--- config.mk ---
export PLATFORM = sky130hd
export DESIGN_NAME = sclr_pe
export DESIGN_NICKNAME = d
export VERILOG_FILES = /design/src/rtl/sclr_pkg.sv /design/src/rtl/sclr_sm2tc.sv /design/src/rtl/sclr_arith.sv /design/src/rtl/sclr_tc2sm.sv /design/src/rtl/sclr_pe.sv
export SDC_FILE = /design/constraint.sdc
export NUM_CORES = 1
export LEC_CHECK = 0
export ABC_CLOCK_PERIOD_IN_PS = 14100
export CAP_MARGIN = 20
export CORE_ASPECT_RATIO = 0.75
export CORE_MARGIN = 3
export CORE_UTILIZATION = 63
export DETAILED_ROUTE_END_ITERATION = 16
export PLACE_DENSITY = 0.88
export RECOVER_POWER = 25
export SLEW_MARGIN = 10
export SYNTH_ARGS = -nofsm -noshare
export SYNTH_HDL_FRONTEND = slang
export SYNTH_SLANG_ARGS = --single-unit
--- constraint.sdc ---
create_clock -name clk -period 14.1 [get_ports clk]
set_input_delay 3.525 -clock clk [delete_from_list [all_inputs] [get_ports clk]]
set_output_delay 3.525 -clock clk [all_outputs]
set_load 0.02 [all_outputs]
--- src/rtl/sclr_pkg.sv ---
package sclr_pkg;

  // Rule chosen by the select input
  typedef enum logic {
    OP_CHECK = 1'b0,   // min-sum rule
    OP_VAR   = 1'b1    // add/subtract rule
  } pe_op_e;

  // Direction applied to the a operand in the add/subtract rule
  typedef enum logic {
    PS_ADD = 1'b0,
    PS_SUB = 1'b1
  } ps_dir_e;

endpackage

--- src/rtl/sclr_sm2tc.sv ---
// Sign-magnitude to two's complement; negative zero folds onto zero.
module sclr_sm2tc #(
  parameter int W = 8
) (
  input  logic [W-1:0]        sm_in,
  output logic signed [W-1:0] tc_out
);
  localparam int MW = W - 1;

  logic [MW-1:0] mag;
  logic          neg;

  always_comb begin
    mag = sm_in[MW-1:0];
    neg = sm_in[W-1] && (mag != '0);
    if (neg) tc_out = -$signed({1'b0, mag});
    else     tc_out = $signed({1'b0, mag});
  end
endmodule

--- src/rtl/sclr_arith.sv ---
// Parallel add/subtract path and min-sum path, selected by the rule bit.
module sclr_arith
  import sclr_pkg::*;
#(
  parameter int W = 8
) (
  input  logic signed [W-1:0] a_tc,
  input  logic signed [W-1:0] b_tc,
  input  pe_op_e              op,
  input  ps_dir_e             dir,
  output logic signed [W:0]   res
);
  // One guard bit so the sum and difference cannot wrap
  localparam int XW = W + 1;

  logic signed [XW-1:0] a_x, b_x;
  logic signed [XW-1:0] sum_v, dif_v, g_v;
  logic signed [XW-1:0] a_abs, b_abs, min_v, f_v;
  logic                 a_lt, f_neg;

  always_comb begin
    a_x = {a_tc[W-1], a_tc};
    b_x = {b_tc[W-1], b_tc};

    // Adder and subtractor work side by side
    sum_v = b_x + a_x;
    dif_v = b_x - a_x;
    g_v   = (dir == PS_SUB) ? dif_v : sum_v;

    // Min-sum: magnitude compare and sign parity
    a_abs = a_x[XW-1] ? -a_x : a_x;
    b_abs = b_x[XW-1] ? -b_x : b_x;
    a_lt  = (a_abs < b_abs);
    min_v = a_lt ? a_abs : b_abs;
    f_neg = a_x[XW-1] ^ b_x[XW-1];
    f_v   = f_neg ? -min_v : min_v;

    res = (op == OP_VAR) ? g_v : f_v;
  end
endmodule

--- src/rtl/sclr_tc2sm.sv ---
// Two's complement (with guard bit) back to sign-magnitude, saturating.
module sclr_tc2sm #(
  parameter int W = 8
) (
  input  logic signed [W:0] tc_in,
  output logic [W-1:0]      sm_out
);
  localparam int MW = W - 1;
  localparam logic [W:0] MAXM = {2'b00, {MW{1'b1}}};

  logic          neg;
  logic [W:0]    mag_full;
  logic [MW-1:0] mag;

  always_comb begin
    neg      = tc_in[W];
    mag_full = neg ? $unsigned(-tc_in) : $unsigned(tc_in);
    mag      = (mag_full > MAXM) ? MAXM[MW-1:0] : mag_full[MW-1:0];
    // Zero always leaves as +0
    sm_out   = {neg && (mag != '0), mag};
  end
endmodule

--- src/rtl/sclr_pe.sv ---
module sclr_pe
  import sclr_pkg::*;
#(
  parameter int LLR_W   = 8,
  parameter bit OUT_REG = 1'b1
) (
  input  logic             clk,
  input  logic             rst,
  input  logic [LLR_W-1:0] llr_a,
  input  logic [LLR_W-1:0] llr_b,
  input  logic             psum,
  input  logic             sel_g,
  output logic [LLR_W-1:0] llr_out
);
  logic signed [LLR_W-1:0] a_tc, b_tc;
  logic signed [LLR_W:0]   res_tc;
  logic [LLR_W-1:0]        res_sm;
  pe_op_e                  op;
  ps_dir_e                 dir;

  assign op  = pe_op_e'(sel_g);
  assign dir = ps_dir_e'(psum);

  sclr_sm2tc #(.W(LLR_W)) u_cvt_a (.sm_in(llr_a), .tc_out(a_tc));
  sclr_sm2tc #(.W(LLR_W)) u_cvt_b (.sm_in(llr_b), .tc_out(b_tc));

  sclr_arith #(.W(LLR_W)) u_arith (
    .a_tc(a_tc), .b_tc(b_tc), .op(op), .dir(dir), .res(res_tc)
  );

  sclr_tc2sm #(.W(LLR_W)) u_cvt_out (.tc_in(res_tc), .sm_out(res_sm));

  generate
    if (OUT_REG) begin : g_reg
      logic [LLR_W-1:0] out_q;
      always_ff @(posedge clk) begin
        if (rst) out_q <= '0;
        else     out_q <= res_sm;
      end
      assign llr_out = out_q;
    end else begin : g_comb
      assign llr_out = res_sm;
    end
  endgenerate
endmodule

# Yosys cells after proc, flatten, opt, wreduce, memory -nomap -nowiden
# Cells that the tools add are included.
# classes
add_sub_neg	8
order_cmp	2
n_mux	10
n_bitwise	1
reduce_logical	6
# op_table
cell	count
$mux W9	7
$reduce_bool A7 Y1	3
$neg A8 Y9	2
$neg A9 Y9	2
$mux W8	2
$neg A7 Y8	2
$add A8 B8 Y9	1
$gt A9 B7 Y1 const B	1
$lt A9 B9 Y1	1
$sub A8 B8 Y9	1
$mux W7	1
$logic_and A1 B1 Y1	3
$xor A1 B1 Y1	1
# word_totals
wordCells	28
reg_bits	8
in_bits	20

# Depth between registers and ports, before layout
# Gate-level depths: netlist (run 1).
# logic_depth
depth_word	16
ltp_mapped	24
depth_no_buf	22

# Cells and area by module
# From an unflattened synthesis (run 1), not the netlist that was laid out.
# unflattened
hier_cells	320
hier_area_um2	2424.8
# modules_own_cells
mod	seq_area_each_um2	area_each_um2	cells_each	instances
sclr_arith	0.0	1551.5	211	1
sclr_sm2tc	0.0	187.7	26	2
sclr_tc2sm	0.0	287.8	41	1
sclr_pe	160.2	210.2	16	1

# Least setup slack after synthesis (run 1)
# OpenSTA, ideal clock, no wires.
# synth_timing
path_type	input-to-reg
startpoint	in llr_b[0]
endpoint	reg g_reg.out_q[7], in the netlist llr_out[7]
path_stages	21
path_slack_ps	5947
setup_ps	125
arrival_time_ps	8027
cell_sequence	clkbuf_2 inv_1 ha_1 or3b_1 o21ai_1 a21oi_1 xnor2_1 ha_1 nor2b_1 o21ai_0 nand2b_1 a31oi_1 a21oi_1 o31ai_2 mux2i_1 a21oi_1 ha_1 nor2b_1 a31oi_2 xnor2_1 o41a_1
# synth_via
elab_chain_cells	16
word_cells_on_any_way	21
classes_between	6 x add/sub; 2 x order compare; 8 x mux; 1 x bitwise; 4 x reduce/logical
# synth_lines
item	line	text
start: declaration	sclr_pe.sv:10	input logic [LLR_W-1:0] llr_b,
branches (longest 2 deep; another with $neg A7 Y8)	-	
$mux W8 *	sclr_sm2tc.sv:16	if (neg) tc_out = -$signed({1'b0, mag});
$neg A8 Y9	sclr_arith.sv:32	b_abs = b_x[XW-1] ? -b_x : b_x;
$mux W9	sclr_arith.sv:32	
$lt A9 B9 Y1	sclr_arith.sv:33	a_lt = (a_abs < b_abs);
$mux W9	sclr_arith.sv:34	min_v = a_lt ? a_abs : b_abs;
$neg A9 Y9	sclr_arith.sv:36	f_v = f_neg ? -min_v : min_v;
$mux W9	sclr_arith.sv:36	
$mux W9 *	sclr_arith.sv:38	res = (op == OP_VAR) ? g_v : f_v;
$neg A9 Y9	sclr_tc2sm.sv:17	mag_full = neg ? $unsigned(-tc_in) : $unsigned(tc_in);
$mux W9	sclr_tc2sm.sv:17	
$gt A9 B7 Y1	sclr_tc2sm.sv:18	mag = (mag_full > MAXM) ? MAXM[MW-1:0] : mag_full[MW-1:0];
$mux W7	sclr_tc2sm.sv:18	
$reduce_bool A7 Y1	sclr_tc2sm.sv:20	sm_out = {neg && (mag != '0), mag};
$logic_and A1 B1 Y1 *	sclr_tc2sm.sv:20	
end signal: assignment	sclr_pe.sv:38	else out_q <= res_sm;
end: declaration	sclr_pe.sv:35	logic [LLR_W-1:0] out_q;
# Every way passes the cells marked *.
# A chain may end at the register's enable or synchronous reset.

# Worst setup path in the final report (run 1)
# Ends and elaborated chain as after synthesis.

==> results of run 1 <==
-- layer usage --
layer  track usage (%)  routed length, um
met5                 0                  0
met1             42.00               3042
met2             43.64               2928
met4             2.451                 25
met3             6.140                727
-- layout make-up --
class                   count  share of cell area (%)
clock buffers               3                   1.439
multi-input cells         290                   78.81
flip-flops and latches      8                   5.582
inverters                  19                   2.486
well taps                  52                   2.268
repair buffers             27                   9.420
-- metrics by stage --
step | power [mW] | hold slack (ps) | instance area (um2)
final | 0.2879 | 4119 | 2869
after global routing | 0.3077 | 4154 | 2869
after CTS | 0.2849 | 4121 | 2869
after detailed placement | 0.2542 | 4319 | 2828
after global placement | 0.2493 | 4321 | 2828
after floorplan | 0.2031 | 3864 | 2556
-- cell families (layout without fill, tap and decap cells) --
family / Yosys count / in the layout / share of synthesized area, %
compound gates: 100 / 100 / 31.87
xor+xnor: 52 / 52 / 18.70
fa+ha+maj: 20 / 20 / 10.08
buf+inv: 29 / 49 / 5.286
flops: 8 / 8 / 6.265
mux: 15 / 15 / 6.657
other cells: 1 / 1 / 0.1467
simple gates: 102 / 102 / 21.00
-- cell usage in the layout, fill, tap and decap left out, drive strengths merged, types with 3 or more instances in the layout --
master         synthesis  layout
o21a                   3       3
o221ai                 3       3
nor2                  26      26
nand3                  4       4
xor2                  25      25
o31ai                  7       7
xnor2                 27      27
inv                   19      19
a21o                   8       8
mux2i                 11      11
nand2b                11      11
nor3                   8       8
nand2                 22      22
or2                    4       4
a21oi                 28      28
o21ai                 15      15
and2                   3       3
mux2                   4       4
dfxtp                  8       8
a2111oi                3       3
nor2b                  9       9
clkbuf                 3       3
o41ai                  3       3
dlygate4sd3            0       4
a31oi                  8       8
ha                    19      19
o311ai                 5       5
or3                    4       4
clkdlybuf4s50          0      23
-- power by group through the flow --
stage | Clock (mW) | Combinational, mW | Sequential [mW]
after floorplan | 0 | 0.162 | 0.0406
after global placement | 0 | 0.218 | 0.0313
after detailed placement | 0 | 0.223 | 0.0316
after CTS | 0.0280 | 0.226 | 0.0313
after global routing | 0.0296 | 0.246 | 0.0318
final | 0.0282 | 0.229 | 0.0311
-- path summary, 6_finish.rpt --
path,slack [ps],from,depth (start not counted),end
hold / removal,4120,rst,2,llr_out[2]
setup / recovery,4550,llr_b[0],22,llr_out[7]
-- critical path: cells and delay by family --
kind	cells	cell delay [ps]
compound gates	7	2300
simple gates	7	1570
buf+inv	3	1060
fa+ha+maj	3	810
mux	1	260
xor+xnor	1	140
==> results_tabular.tex, run 1 <==
\begin{tabular}{lr}
\hline
Metric & Value \\
\hline
\multicolumn{2}{l}{\textbf{Global routing}} \\
\quad Remaining global-route overflow & 0 \\
\quad First-pass GRT wire length & roughly 11000 um \\
\quad Antenna violations before repair & 0 \\
\quad Overall fraction of global-route tracks in use & roughly 28\% \\
\quad Vias in the first global route & between 2000 and 2500 \\
\quad Largest net degree at the start of global routing & 17 \\
\multicolumn{2}{l}{\textbf{Synth}} \\
\quad Dominant cell type by area after synthesis & ha\_1 \\
\quad Synthesized netlist net count & around 370 \\
\quad Number of synthesized flops with an enable pin & 0 \\
\quad Count of mapped cells out of synthesis & around 330 \\
\quad Fraction of post-synthesis cell area in the top cell type by area & about a tenth \\
\quad Sequential fraction of the synthesis area & 6.265\% \\
\quad Post-synth design cell area & roughly 2600 um2 \\
\quad Synth cell types & 76 \\
\quad Share of async-settable or async-resettable flops after synthesis & 0\% \\
\quad Synth area leaders & ha\_1 (9.3\%), xnor2\_1 (9.3\%), xor2\_1 (7.5\%) \\
\quad Dominant cell by count in the synthesized netlist & xnor2\_1 \\
\quad Commonest cells post-synth & xnor2\_1 (27), nor2\_1 (26), a21oi\_1 (22), nand2\_1 (22), xor2\_1 (22) \\
\quad Number of warnings reported in the yosys synthesis log & 0 \\
\quad Per-instance average area after synthesis & 7.817 um2 \\
\quad \#FFs+latches synth & 8 \\
\quad Commonest register cell after synthesis & dfxtp\_1 \\
\multicolumn{2}{l}{\textbf{Drt}} \\
\quad Wirelength per Cell & 16.85 um \\
\quad Post-Route WL & 6725 um \\
\quad Avg Vias per Cell & about 6.3 \\
\quad Residual DRC count & 0 \\
\quad Violation count after the first detailed-routing iteration & approximately 260 \\
\quad Detailed Routing Iterations Pass 1 & 5 \\
\quad Routed via count & about 2500 \\
\quad Count of antenna-violating nets left after detailed routing & 0 \\
\multicolumn{2}{l}{\textbf{Critical path}} \\
\quad CP dominant cell by count & ha\_1 \\
\quad Nature of the critical path endpoint & register \\
\quad Crit path largest cell delay & just under 700 ps \\
\quad Chain of cells forming the critical path & clkdlybuf4s50\_1 > inv\_1 > ha\_1 > or3b\_1 > o21ai\_1 > a2111oi\_2 > nand3\_1 > nor4\_1 > inv\_1 > ha\_1 > nand2b\_1 > nor2\_1 > o21ai\_2 > o31ai\_2 > mux2i\_1 > a21oi\_1 > ha\_1 > nor2b\_1 > nand2\_1 > xor2\_1 > a31oi\_1 > o41a\_1 \\
\quad Required time of the critical path & about 14000 ps \\
\quad Critical-path cell with the highest stage delay & clkdlybuf4s50\_1 \\
\quad Worst Setup Start Kind & input port \\
\quad Category of the most critical setup path & input port to register \\
\quad Worst endpoint data arrival time & 9660 ps \\
\quad Maximum fanout along the worst path & 9 \\
\multicolumn{2}{l}{\textbf{Die}} \\
\quad Vertical die dimension & 61.17 um \\
\quad \# IOs & 28 \\
\quad Starting utilization of the core area & between 60\% and 70\% \\
\quad Number of standard-cell rows in the floorplan & 19 \\
\quad Width of the die & between 70 and 80 um \\
\quad Die Outline Area & about 4900 um2 \\
\quad Core area & approximately 3800 um2 \\
\multicolumn{2}{l}{\textbf{Hold path}} \\
\quad Hold WC Path Type & input port to register \\
\multicolumn{2}{l}{\textbf{Power and ir drop}} \\
\quad Largest voltage drop on the vdd net & about 0.000086 V \\
\quad Relative contribution of the clock network to total power & under 10\% \\
\quad Power dissipated by switching net loads & around 0.14 mW \\
\quad Sequential share of power & between 10\% and 20\% \\
\quad Ratio of total power to cell area & $\sim$100 nW/um2 \\
\quad Portion of total power attributed to combinational logic & between 70\% and 80\% \\
\quad Proportion of total power due to net switching & 49.96\% \\
\quad Static leakage & approximately 1.2 nW \\
\quad Internal power & between 0.1 and 0.15 mW \\
\multicolumn{2}{l}{\textbf{Cells and area}} \\
\quad Final design utilization & approximately 76\% \\
\quad Synthesis-to-finish area growth & 12.24\% \\
\quad Fraction of final layout cells sized beyond drive strength 1 & between 10 and 15\% \\
\quad Area of the multi-input gates & 2261 um2 \\
\quad Final layout net count & slightly below 400 \\
\quad Area used by sequential logic in the layout & 160.2 um2 \\
\quad Fill count & 290 \\
\quad Non-Filler Instances & roughly 400 \\
\quad Largest register FFs & 8 \\
\quad Antenna diode instance count & 0 \\
\multicolumn{2}{l}{\textbf{Placement}} \\
\quad Post-detailed-placement half-perimeter wirelength & 5390 um \\
\quad Dpl cells & 396 \\
\quad Worst Setup Slack post-DPL & $\sim$4600 ps \\
\quad Final GP Congestion & $\sim$1.0 \\
\quad Port Buf Inserts & 27 \\
\multicolumn{2}{l}{\textbf{STA}} \\
\quad Endpoints failing hold & 0 \\
\quad Fin Setup TNS & 0 ps \\
\quad Worst slew margin & a little under half \\
\quad Worst setup margin & 4554 ps \\
\quad Final critical-path required period & about 9500 ps \\
\quad Unrepaired setup endpoints after global routing & false \\
\quad Finish-stage setup viols & 0 \\
\quad Fin. max-slew vios & 0 \\
\quad Tcrit/Tclk final & approximately 68\% \\
\quad Slew at the pin closest to its max-slew limit & 802.9 ps \\
\quad Max frequency & roughly 0.10 GHz \\
\multicolumn{2}{l}{\textbf{Run status}} \\
\quad Result of the run & complete, no violations \\
\multicolumn{2}{l}{\textbf{Clock tree}} \\
\quad Maximum root-to-sink buffer count & 2 \\
\quad CTS Sinks & 8 \\
\quad Cell chosen for the clock root & clkbuf\_8 \\
\quad Clock transition at path regs & approximately 40 ps \\
\quad \# resized after CTS & 0 \\
\quad Total number of H-tree levels & 1 \\
\quad Post CTS Setup Buffer Count & 0 \\
\quad TritonCTS clock tree & built \\
\quad Inserted Clock Buffers & 3 \\
\quad Hold-fix buffer count after cts & 0 \\
\multicolumn{2}{l}{\textbf{Run}} \\
\quad Maximum Capacitance Violations & 0 \\
\hline
\end{tabular}
(Power assumes the default switching activity.)
==> inputs of run 2 (changes only) <==
- ABC_CLOCK_PERIOD_IN_PS: 14100 -> 9500
- CORE_UTILIZATION: 63 -> 59
- PLACE_DENSITY: 0.88 -> 0.83
- clock period: 14.1 -> 9.5 ns (I/O delays scaled with it)
==> results_tabular.tex, run 2 (synthesis gave the netlist of run 1 again) <==
\begin{tabular}{lr}
\hline
Metric & Value \\
\hline
\multicolumn{2}{l}{\textbf{Placement}} \\
\quad Port Buf Inserts & 27 (unchanged) \\
\quad Post-detailed-placement half-perimeter wirelength & 5393 um (about the same) \\
\quad Post-place instance area & 2831 um2 (+0.13\%) \\
\quad Final GP Congestion & 1.015 (+1.9\%) \\
\multicolumn{2}{l}{\textbf{Global routing}} \\
\quad Largest net degree at the start of global routing & 17 (unchanged) \\
\quad Remaining global-route overflow & 0 (unchanged) \\
\quad Antenna violations before repair & 0 (unchanged) \\
\quad Vias in the first global route & 2309 (+3.2\%) \\
\quad First-pass GRT wire length & 10810 um (-0.38\%) \\
\quad Overall fraction of global-route tracks in use & 26.20\% (-2.1 points) \\
\multicolumn{2}{l}{\textbf{Cells and area}} \\
\quad Most frequent cells in the layout & xnor2\_1 (27), nor2\_1 (26), clkdlybuf4s50\_1 (23) \\
\quad Final layout net count & 389 (unchanged) \\
\quad Most common cell after layout, fill and taps aside & xnor2\_1 \\
\quad Fill count & 361 (+24\%) \\
\quad Largest register FFs & 8 (unchanged) \\
\quad Final standard cell area without fillers & 2873 um2 (+0.13\%) \\
\quad Antenna diode instance count & 0 (unchanged) \\
\quad Area used by sequential logic in the layout & 160.2 um2 (unchanged) \\
\quad Final design utilization & 70.00\% (-5.9 points) \\
\quad Synthesis-to-finish area growth & 12.38\% \\
\quad Area of the multi-input gates & 2261 um2 (unchanged) \\
\quad Fraction of final layout cells sized beyond drive strength 1 & 13.83\% (unchanged) \\
\multicolumn{2}{l}{\textbf{Clock tree}} \\
\quad TritonCTS clock tree & built \\
\quad Cell chosen for the clock root & clkbuf\_8 \\
\quad Total number of H-tree levels & 1 (unchanged) \\
\quad Hold-fix buffer count after cts & 0 (unchanged) \\
\quad Clock transition at path regs & 40 ps (about the same) \\
\quad Inserted Clock Buffers & 3 (unchanged) \\
\quad CTS Sinks & 8 (unchanged) \\
\quad Post CTS Setup Buffer Count & 0 (unchanged) \\
\quad \# resized after CTS & 0 (unchanged) \\
\quad Maximum root-to-sink buffer count & 2 (unchanged) \\
\multicolumn{2}{l}{\textbf{Critical path}} \\
\quad Combined buffer and inverter count along the critical path & 3 (unchanged) \\
\quad Critical-path cell with the highest stage delay & o31ai\_2 \\
\quad Required time of the critical path & 9610 ps (-4610 ps) \\
\quad Maximum fanout along the worst path & 9 (unchanged) \\
\quad Nature of the critical path endpoint & register \\
\quad Worst endpoint data arrival time & 8470 ps (-1190 ps) \\
\quad Crit path largest cell delay & 590 ps (-90 ps) \\
\quad CP dominant cell by count & ha\_1 \\
\quad Category of the most critical setup path & input port to register \\
\quad Worst Setup Start Kind & input port \\
\quad Chain of cells forming the critical path & clkdlybuf4s50\_1 > inv\_1 > ha\_1 > nor3b\_1 > a21oi\_1 > a2111oi\_2 > nand3\_1 > nor4\_1 > inv\_1 > ha\_1 > nand2b\_1 > nor2\_1 > o21ai\_2 > o31ai\_2 > mux2i\_1 > a21oi\_1 > ha\_1 > nor2b\_1 > a31oi\_2 > xnor2\_1 > o41a\_1 \\
\quad Top Family by Delay on Critical Path & compound AO/OA/AOI/OAI gates \\
\multicolumn{2}{l}{\textbf{STA}} \\
\quad Tcrit/Tclk final & between 80\% and 90\% \\
\quad Final critical-path required period & 8364 ps \\
\quad Max frequency & between 0.1 and 0.15 GHz \\
\quad Finish-stage setup viols & 0 (unchanged) \\
\quad Endpoints failing hold & 0 (unchanged) \\
\quad Slew at the pin closest to its max-slew limit & 676.4 ps (-126.5 ps) \\
\quad Unrepaired setup endpoints after global routing & false \\
\quad Worst slew margin & 54.58\% (+8.5 points) \\
\quad Fin. max-slew vios & 0 (unchanged) \\
\quad Fin Setup TNS & 0 ps (unchanged) \\
\multicolumn{2}{l}{\textbf{Drt}} \\
\quad Post-Route WL & 6451 um (-4.1\%) \\
\quad Residual DRC count & 0 (unchanged) \\
\quad Wirelength per Cell & 16.05 um (-4.8\%) \\
\quad Count of antenna-violating nets left after detailed routing & 0 (unchanged) \\
\quad Detailed Routing Iterations Pass 1 & 5 (unchanged) \\
\quad Routed via count & 2531 (+0.28\%) \\
\quad Violation count after the first detailed-routing iteration & 184 (-28\%) \\
\quad Avg Vias per Cell & 6.296 (-0.47\%) \\
\multicolumn{2}{l}{\textbf{Power and ir drop}} \\
\quad Ratio of total power to cell area & 146.1 nW/um2 (+46\%) \\
\quad Static leakage & 1.182 nW (about the same) \\
\quad Largest voltage drop on the vdd net & 0.0001186 V (+38\%) \\
\multicolumn{2}{l}{\textbf{Die}} \\
\quad Die Outline Area & 5167 um2 (+6.2\%) \\
\quad Width of the die & 82.01 um (+3.1\%) \\
\quad Core area & 4104 um2 (+8.6\%) \\
\quad \# IOs & 28 (unchanged) \\
\quad Starting utilization of the core area & 62.29\% (-5.3 points) \\
\quad Number of standard-cell rows in the floorplan & 20 (+1) \\
\quad Vertical die dimension & 63.01 um (+3.0\%) \\
\multicolumn{2}{l}{\textbf{Run}} \\
\quad Maximum Capacitance Violations & 0 (unchanged) \\
\multicolumn{2}{l}{\textbf{Run status}} \\
\quad Result of the run & complete, no violations \\
\multicolumn{2}{l}{\textbf{Hold path}} \\
\quad Hold WC Path Type & input port to register \\
\hline
\end{tabular}
[run 2: path summary, 6_finish.rpt]
| path | start | endpoint | slack (ps) | cells past startpoint |
|---|---|---|---|---|
| setup / recovery | llr_b[0] | llr_out[7] | 1140 | 21 |
| hold / removal | rst | llr_out[1] | 2950 | 2 |
[run 2: where the power goes]
group / switching, mW / internal [mW] / total, mW
logic: 0.191 / 0.142 / 0.333
clock network: 0.0129 / 0.0274 / 0.0403
registers: 0.00221 / 0.0439 / 0.0462
[run 2: layout make-up]
class	instances	area share (%)
timing repair buffer	27	9.408
multi-input combinational	290	78.70
inverter	19	2.483
clock buffer	3	1.437
sequential	8	5.575
tap	55	2.395
[run 2: through the flow]
step	total power, mW	hold WS [ps]	setup WS (ps)	instances
floorplan	0.3014	2714	2497	327
global placement	0.3693	3170	1266	399
detailed placement	0.3752	3171	1084	399
CTS	0.4173	2946	1321	402
global route	0.4549	2994	697.6	402
finish	0.4196	2946	1136	402
[run 2: routing by layer]
metal	vias up	wire, um	track usage (%)
met1	1177	3064	40.92
met3	12	583	3.458
li1	1224	-	-
met5	-	0	0
met4	0	78	4.149
met2	118	2725	38.10
